### config.mk
export PLATFORM = sky130hd
export DESIGN_NAME = chan_agg
export DESIGN_NICKNAME = d
export VERILOG_FILES = /design/src/rtl/chan_agg_pkg.sv /design/src/rtl/chan_agg_cfg.sv /design/src/rtl/chan_agg_lane.sv /design/src/rtl/chan_agg.sv
export SDC_FILE = /design/constraint.sdc
export NUM_CORES = 1
export LEC_CHECK = 0
export ABC_AREA = 1
export BUFFER_PORTS_ARGS = -buffer_cell sky130_fd_sc_hd__buf_4
export CAP_MARGIN = 40
export CORE_MARGIN = 10
export CORE_UTILIZATION = 36
export DETAILED_ROUTE_END_ITERATION = 12
export GPL_TIMING_DRIVEN = 0
export HOLD_SLACK_MARGIN = 0.15
export PLACE_DENSITY_LB_ADDON = 0.08
export SYNTH_ARGS = -nofsm -noshare
export SYNTH_HDL_FRONTEND = slang
export SYNTH_HIERARCHICAL = 1
export SYNTH_SLANG_ARGS = --single-unit
### constraint.sdc
create_clock -name clk -period 6.8 [get_ports clk]
set_clock_uncertainty 0.2 [all_clocks]
set_input_delay 0.68 -clock clk [delete_from_list [all_inputs] [get_ports clk]]
set_output_delay 0.68 -clock clk [all_outputs]
set_load 0.03 [all_outputs]
### src/rtl/chan_agg_pkg.sv
package chan_agg_pkg;
   // largest run length exponent (run of 64 bins)
   localparam int AGG_MAX_LOG = 6;
   // lane numbering inside the datapath
   localparam int LANE_RE = 0;
   localparam int LANE_IM = 1;
   localparam int N_LANES = 2;
endpackage

### src/rtl/chan_agg_cfg.sv
module chan_agg_cfg #(
   parameter int MAX_LOG = 6,
   parameter int BIN_W = 10,
   parameter int LOG_W = 3
) (
   input  logic             clk,
   input  logic             rst_n,
   input  logic             cfg_valid,
   input  logic [LOG_W-1:0] cfg_log2,
   input  logic             in_fire,
   input  logic [BIN_W-1:0] in_bin,
   output logic [LOG_W-1:0] eff_log
);
   logic [LOG_W-1:0] pend_log;
   logic [LOG_W-1:0] act_log;
   logic             blk_start;
   logic             cfg_ok;

   assign blk_start = (in_bin == '0);
   assign cfg_ok    = cfg_valid && (int'(cfg_log2) <= MAX_LOG);
   // a new block picks up the pending setting on its very first bin
   assign eff_log   = blk_start ? pend_log : act_log;

   always_ff @(posedge clk or negedge rst_n) begin
      if (!rst_n) begin
         pend_log <= '0;
         act_log  <= '0;
      end else begin
         if (cfg_ok)
            pend_log <= cfg_log2;
         if (in_fire && blk_start)
            act_log <= pend_log;
      end
   end

   assert_act_hold_R6: assert property (@(posedge clk) disable iff (!rst_n)
      !(in_fire && blk_start) |=> $stable(act_log));

   assert_bad_cfg_R7: assert property (@(posedge clk) disable iff (!rst_n)
      (cfg_valid && int'(cfg_log2) > MAX_LOG) |=> $stable(pend_log));

   always_comb begin
      if (rst_n) assert_range_R5: assert (int'(pend_log) <= MAX_LOG);
   end
endmodule

### src/rtl/chan_agg_lane.sv
module chan_agg_lane #(
   parameter int IN_W  = 32,
   parameter int OUT_W = 38
) (
   input  logic                    clk,
   input  logic                    rst_n,
   input  logic                    in_fire,
   input  logic                    grp_first,
   input  logic signed [IN_W-1:0]  din,
   output logic signed [OUT_W-1:0] sum
);
   logic signed [OUT_W-1:0] acc;
   logic signed [OUT_W-1:0] base;

   assign base = grp_first ? '0 : acc;
   assign sum  = base + OUT_W'(din);

   always_ff @(posedge clk or negedge rst_n) begin
      if (!rst_n)
         acc <= '0;
      else if (in_fire)
         acc <= sum;
   end

   assert_idle_hold_R9: assert property (@(posedge clk) disable iff (!rst_n)
      !in_fire |=> $stable(acc));
endmodule

### src/rtl/chan_agg.sv
module chan_agg
   import chan_agg_pkg::*;
#(
   parameter int DATA_W  = 32,
   parameter int NBINS   = 1024,
   parameter int MAX_LOG = AGG_MAX_LOG,
   localparam int BIN_W  = $clog2(NBINS),
   localparam int OUT_W  = DATA_W + MAX_LOG,
   localparam int LOG_W  = $clog2(MAX_LOG + 1)
) (
   input  logic                    clk,
   input  logic                    rst_n,
   input  logic                    cfg_valid,
   input  logic [LOG_W-1:0]        cfg_log2,
   input  logic                    s_valid,
   output logic                    s_ready,
   input  logic [BIN_W-1:0]        s_bin,
   input  logic signed [DATA_W-1:0] s_re,
   input  logic signed [DATA_W-1:0] s_im,
   output logic                    m_valid,
   input  logic                    m_ready,
   output logic [BIN_W-1:0]        m_bin,
   output logic signed [OUT_W-1:0] m_re,
   output logic signed [OUT_W-1:0] m_im
);
   if (BIN_W < MAX_LOG) begin : g_bad_bins
      $error("chan_agg: NBINS must cover the largest run length");
   end
   if ((1 << BIN_W) != NBINS) begin : g_bad_pow2
      $error("chan_agg: NBINS must be a power of two");
   end

   logic             in_fire;
   logic [LOG_W-1:0] eff_log;
   logic [BIN_W-1:0] grp_mask;
   logic             grp_first;
   logic             grp_last;
   logic signed [DATA_W-1:0] lane_in  [N_LANES];
   logic signed [OUT_W-1:0]  lane_sum [N_LANES];

   assign s_ready = !m_valid || m_ready;
   assign in_fire = s_valid && s_ready;

   chan_agg_cfg #(.MAX_LOG(MAX_LOG), .BIN_W(BIN_W), .LOG_W(LOG_W)) u_cfg (
      .clk(clk), .rst_n(rst_n), .cfg_valid(cfg_valid), .cfg_log2(cfg_log2),
      .in_fire(in_fire), .in_bin(s_bin), .eff_log(eff_log));

   always_comb begin
      grp_mask = '0;
      for (int i = 0; i < MAX_LOG; i++)
         if (i < int'(eff_log)) grp_mask[i] = 1'b1;
   end

   assign grp_first = ((s_bin & grp_mask) == '0);
   assign grp_last  = ((s_bin & grp_mask) == grp_mask);

   assign lane_in[LANE_RE] = s_re;
   assign lane_in[LANE_IM] = s_im;

   for (genvar g = 0; g < N_LANES; g++) begin : g_lane
      chan_agg_lane #(.IN_W(DATA_W), .OUT_W(OUT_W)) u_lane (
         .clk(clk), .rst_n(rst_n), .in_fire(in_fire), .grp_first(grp_first),
         .din(lane_in[g]), .sum(lane_sum[g]));
   end

   always_ff @(posedge clk or negedge rst_n) begin
      if (!rst_n) begin
         m_valid <= 1'b0;
         m_bin   <= '0;
         m_re    <= '0;
         m_im    <= '0;
      end else begin
         if (m_valid && m_ready)
            m_valid <= 1'b0;
         if (in_fire && grp_last) begin
            m_valid <= 1'b1;
            m_bin   <= s_bin >> eff_log;
            m_re    <= lane_sum[LANE_RE];
            m_im    <= lane_sum[LANE_IM];
         end
      end
   end

   assert_stall_block_R8: assert property (@(posedge clk) disable iff (!rst_n)
      (m_valid && !m_ready) |-> !s_ready);

   assert_stall_hold_R8: assert property (@(posedge clk) disable iff (!rst_n)
      (m_valid && !m_ready) |=> (m_valid && $stable(m_bin) && $stable(m_re) && $stable(m_im)));
endmodule

==> summary.txt <==
Run status
  – Status: completed

Global route
  – Global-route wire length before repair: 69300 um
  – GRT Residual Overflow: 0
  – Pin count of the biggest net entering global routing: 109
  – Number of global-route vias before repair: 12600
  – Antenna violations before repair: 0
  – Gr usage total: 19.6%

Clock tree
  – Clock Sinks: 169
  – CTS clk-pin slew, worst paths: 0.07 ns
  – Setup Buffers After CTS: 0
  – Post_cts resized: 0
  – CTS Buf Count: 17
  – Hold-fix buffers, CTS: 1
  – H-tree levels: 4
  – Longest Clk Path Bufs: 2
  – CTS tree: done
  – Skew-Pair Late Insertion Delay: 0.46 ns
  – Clock root buffer: clkbuf_16

Yosys
  – Synth top area share: 31.8%
  – Number of flops mapped to enable cells by yosys: 0
  – Synth cell types: 38
  – Seq cells post-synth: 169
  – Net Count, Synth: 2250
  – Syn Inst Count: 2092
  – Area leader, netlist: dfrtp_1
  – Post-Synthesis Cell Area: 13300 um2
  – Post-synthesis sequential area ratio: 31.8%
  – Avg Cell Area, Syn: 6.35 um2
  – Top cells by count, synth: nand2_1, inv_1, nor2_1
  – Top FF cell, synth: dfrtp_1
  – Synth top area cells: dfrtp_1, nand2_1, inv_1
  – Most frequent cell after synthesis: nand2_1
  – FFs w/ async S/R, synth: 100%
  – Yosys warns: 6

Timing
  – Period utilisation layout: 75.6%
  – Hold WS: 0.274 ns
  – Relative slew slack: 50.0%
  – RSZ-0062 raised after global routing: no
  – Worst-Margin Slew: 0.749 ns
  – Final worst slack: 1.66 ns
  – Setup TNS Final: 0 ns
  – Fmax: 0.195 GHz
  – Count of pins over their slew limit: 0
  – Final Hold Fails: 0
  – Setup Viol. Count Final: 0
  – Fin crit period: 5.14 ns

Detailed routing
  – Routed len/inst: 15.8 um
  – Routed wl met2: 18500 um
  – # DRC: 0
  – DRT Pass-1 Iters: 6
  – Drt first-iter violations: 737
  – Vias post-DR: 13000
  – Met3 WL: 2520 um
  – M1 WL: 22100 um
  – Final wirelength: 43600 um
  – Post-DRT Antenna Nets: 0
  – Vias per cell: 4.71
  – Top sig layer: met4

Pwr
  – VDD IR-drop max: 0.197 mV
  – Leak Pwr: 9.19 nW
  – Power per cell area: 193 nW/um2

Hold path
  – Worst min-delay path class: reg2reg

Cells and area
  – Nets: 2440
  – Area Growth Syn to Fin: 18.6%
  – Fill cells: 3976
  – Share of cells above drive strength 1: 13.7%
  – Seq. cell area: 4230 um2
  – Multi-input gate area: 7610 um2
  – # diodes: 0

Floorplanning
  – I/O pin cnt: 170
  – Core area: 36500 um2
  – Die Height: 212 um
  – Initial core utilization: 36.4%
  – # rows: 70
  – Die span in x: 212 um
  – DIE AREA: 45000 um2

Placed design
  – Dpl hpwl: 35400 um
  – Pre-CTS setup slack: 1.15 ns
  – GPL Wtd Cong: 0.915
  – Count of input and output buffers: 169

Critical path
  – Largest fanout on the critical path: 10
  – Data arrival, critical path: 5.29 ns
  – CP required: 6.95 ns
  – CP endpoint kind: register
  – Startpoint type of the worst setup path: input pin
  – Setup CP Type: in2reg

Run
  – Max-cap violations: 0
[report_power, final]
part,switching [mW],internal (mW),total (mW)
clock,0.471,0.524,0.995
combinational,0.549,0.280,0.829
sequential,0.0732,1.14,1.22
total,1.09,1.95,3.04
[metrics by stage]
stage | std cells | area, um2 | power [mW] | utilization [%]
after CTS | 2763 | 15800 | 3.09 | 43.2
final | 2763 | 15800 | 3.04 | 43.2
after detailed placement | 2730 | 15200 | 2.07 | 41.6
after floorplan | 2092 | 13300 | 1.73 | -
after global routing | 2763 | 15800 | 3.22 | 43.2
after global placement | 2729 | 15100 | 2.06 | 41.5
[cell usage in the layout (no fill, tap or decap), types with 5 or more instances in the layout]
master / instances
nand2_1: 831
inv_1: 310
nor2_1: 206
buf_4: 169
dfrtp_1: 169
nand3_1: 115
ha_1: 74
a21oi_1: 68
o21ai_0: 63
and2_1: 36
nand2_2: 30
xor2_1: 22
clkbuf_1: 21
clkbuf_16: 17
nor2_2: 12
o21ai_1: 12
inv_2: 10
buf_2: 10
nand3_2: 10
nor3_1: 9
buf_6: 8
nand3b_1: 8
or2_1: 8
nor2_4: 6
nand4_1: 6
o21bai_1: 6
xor2_2: 6
xnor2_1: 6
buf_1: 5
inv_6: 5
[worst max-delay path, stage by stage]
cell      delay [ns]
buf_4           0.13
nor2_1          0.20
nand2_4         0.09
nor2_8          0.13
nand2_4         0.09
nand2_1         0.08
o21ai_2         0.08
inv_1           0.12
clkbuf_1        0.38
a21oi_1         0.13
nor3_1          0.28
clkbuf_1        0.56
clkbuf_1        0.49
nor2_1          0.11
ha_1            0.36
nand2_1         0.21
inv_1           0.08
a21oi_2         0.18
nor2_1          0.06
nor2_1          0.08
nand2_1         0.16
nand2_1         0.13
nand3b_1        0.10
and2_1          0.21
nand2_1         0.09
nand2_1         0.06
[layer usage]
layer,global-route usage [%],up-vias
li1,-,6762
met5,0,-
met4,4.36,0
met3,3.21,23
met1,28.8,5944
met2,29.3,285
[layout make-up]
cell class	count	area share, %
timing repair buffer	171	8.33
clock inverter	13	0.849
multi-input combinational	1557	48.3
buffer	44	1.53
tap	468	3.71
inverter	322	7.67
sequential	169	26.8
clock buffer	19	2.81
[final timing paths]
kind,from,end,slack [ns],cells past startpoint
worst min register to register,m_im[6],m_im[6],0.27,2
max in group asynchronous,rst_n,g_lane[0].u_lane/acc[22],4.95,3
worst min-delay path,m_im[6],m_im[6],0.27,2
worst max register to register,u_cfg/pend_log[0],m_im[31],2.11,21
min in group asynchronous,rst_n,m_im[10],0.54,2
worst max-delay path,s_bin[7],m_im[31],1.66,26
[cell families (layout without fill, tap and decap cells)]
| group | count (synthesis) | in the layout | synth area share (%) |
|---|---|---|---|
| compound gates | 160 | 160 | 6.48 |
| xor+xnor | 34 | 34 | 2.58 |
| fa+ha+maj | 76 | 76 | 7.27 |
| buf+inv | 366 | 569 | 10.9 |
| flops | 169 | 169 | 31.8 |
| simple gates | 1287 | 1287 | 40.9 |
[flip-flops by register name, indices dropped and copies added, names as in the netlist]
signal             cells
m_bin                 10
u_cfg/act_log          3
m_valid                1
m_im                  38
g_lane.u_lane/acc     76
m_re                  38
u_cfg/pend_log         3
(Power assumes the default switching activity.)
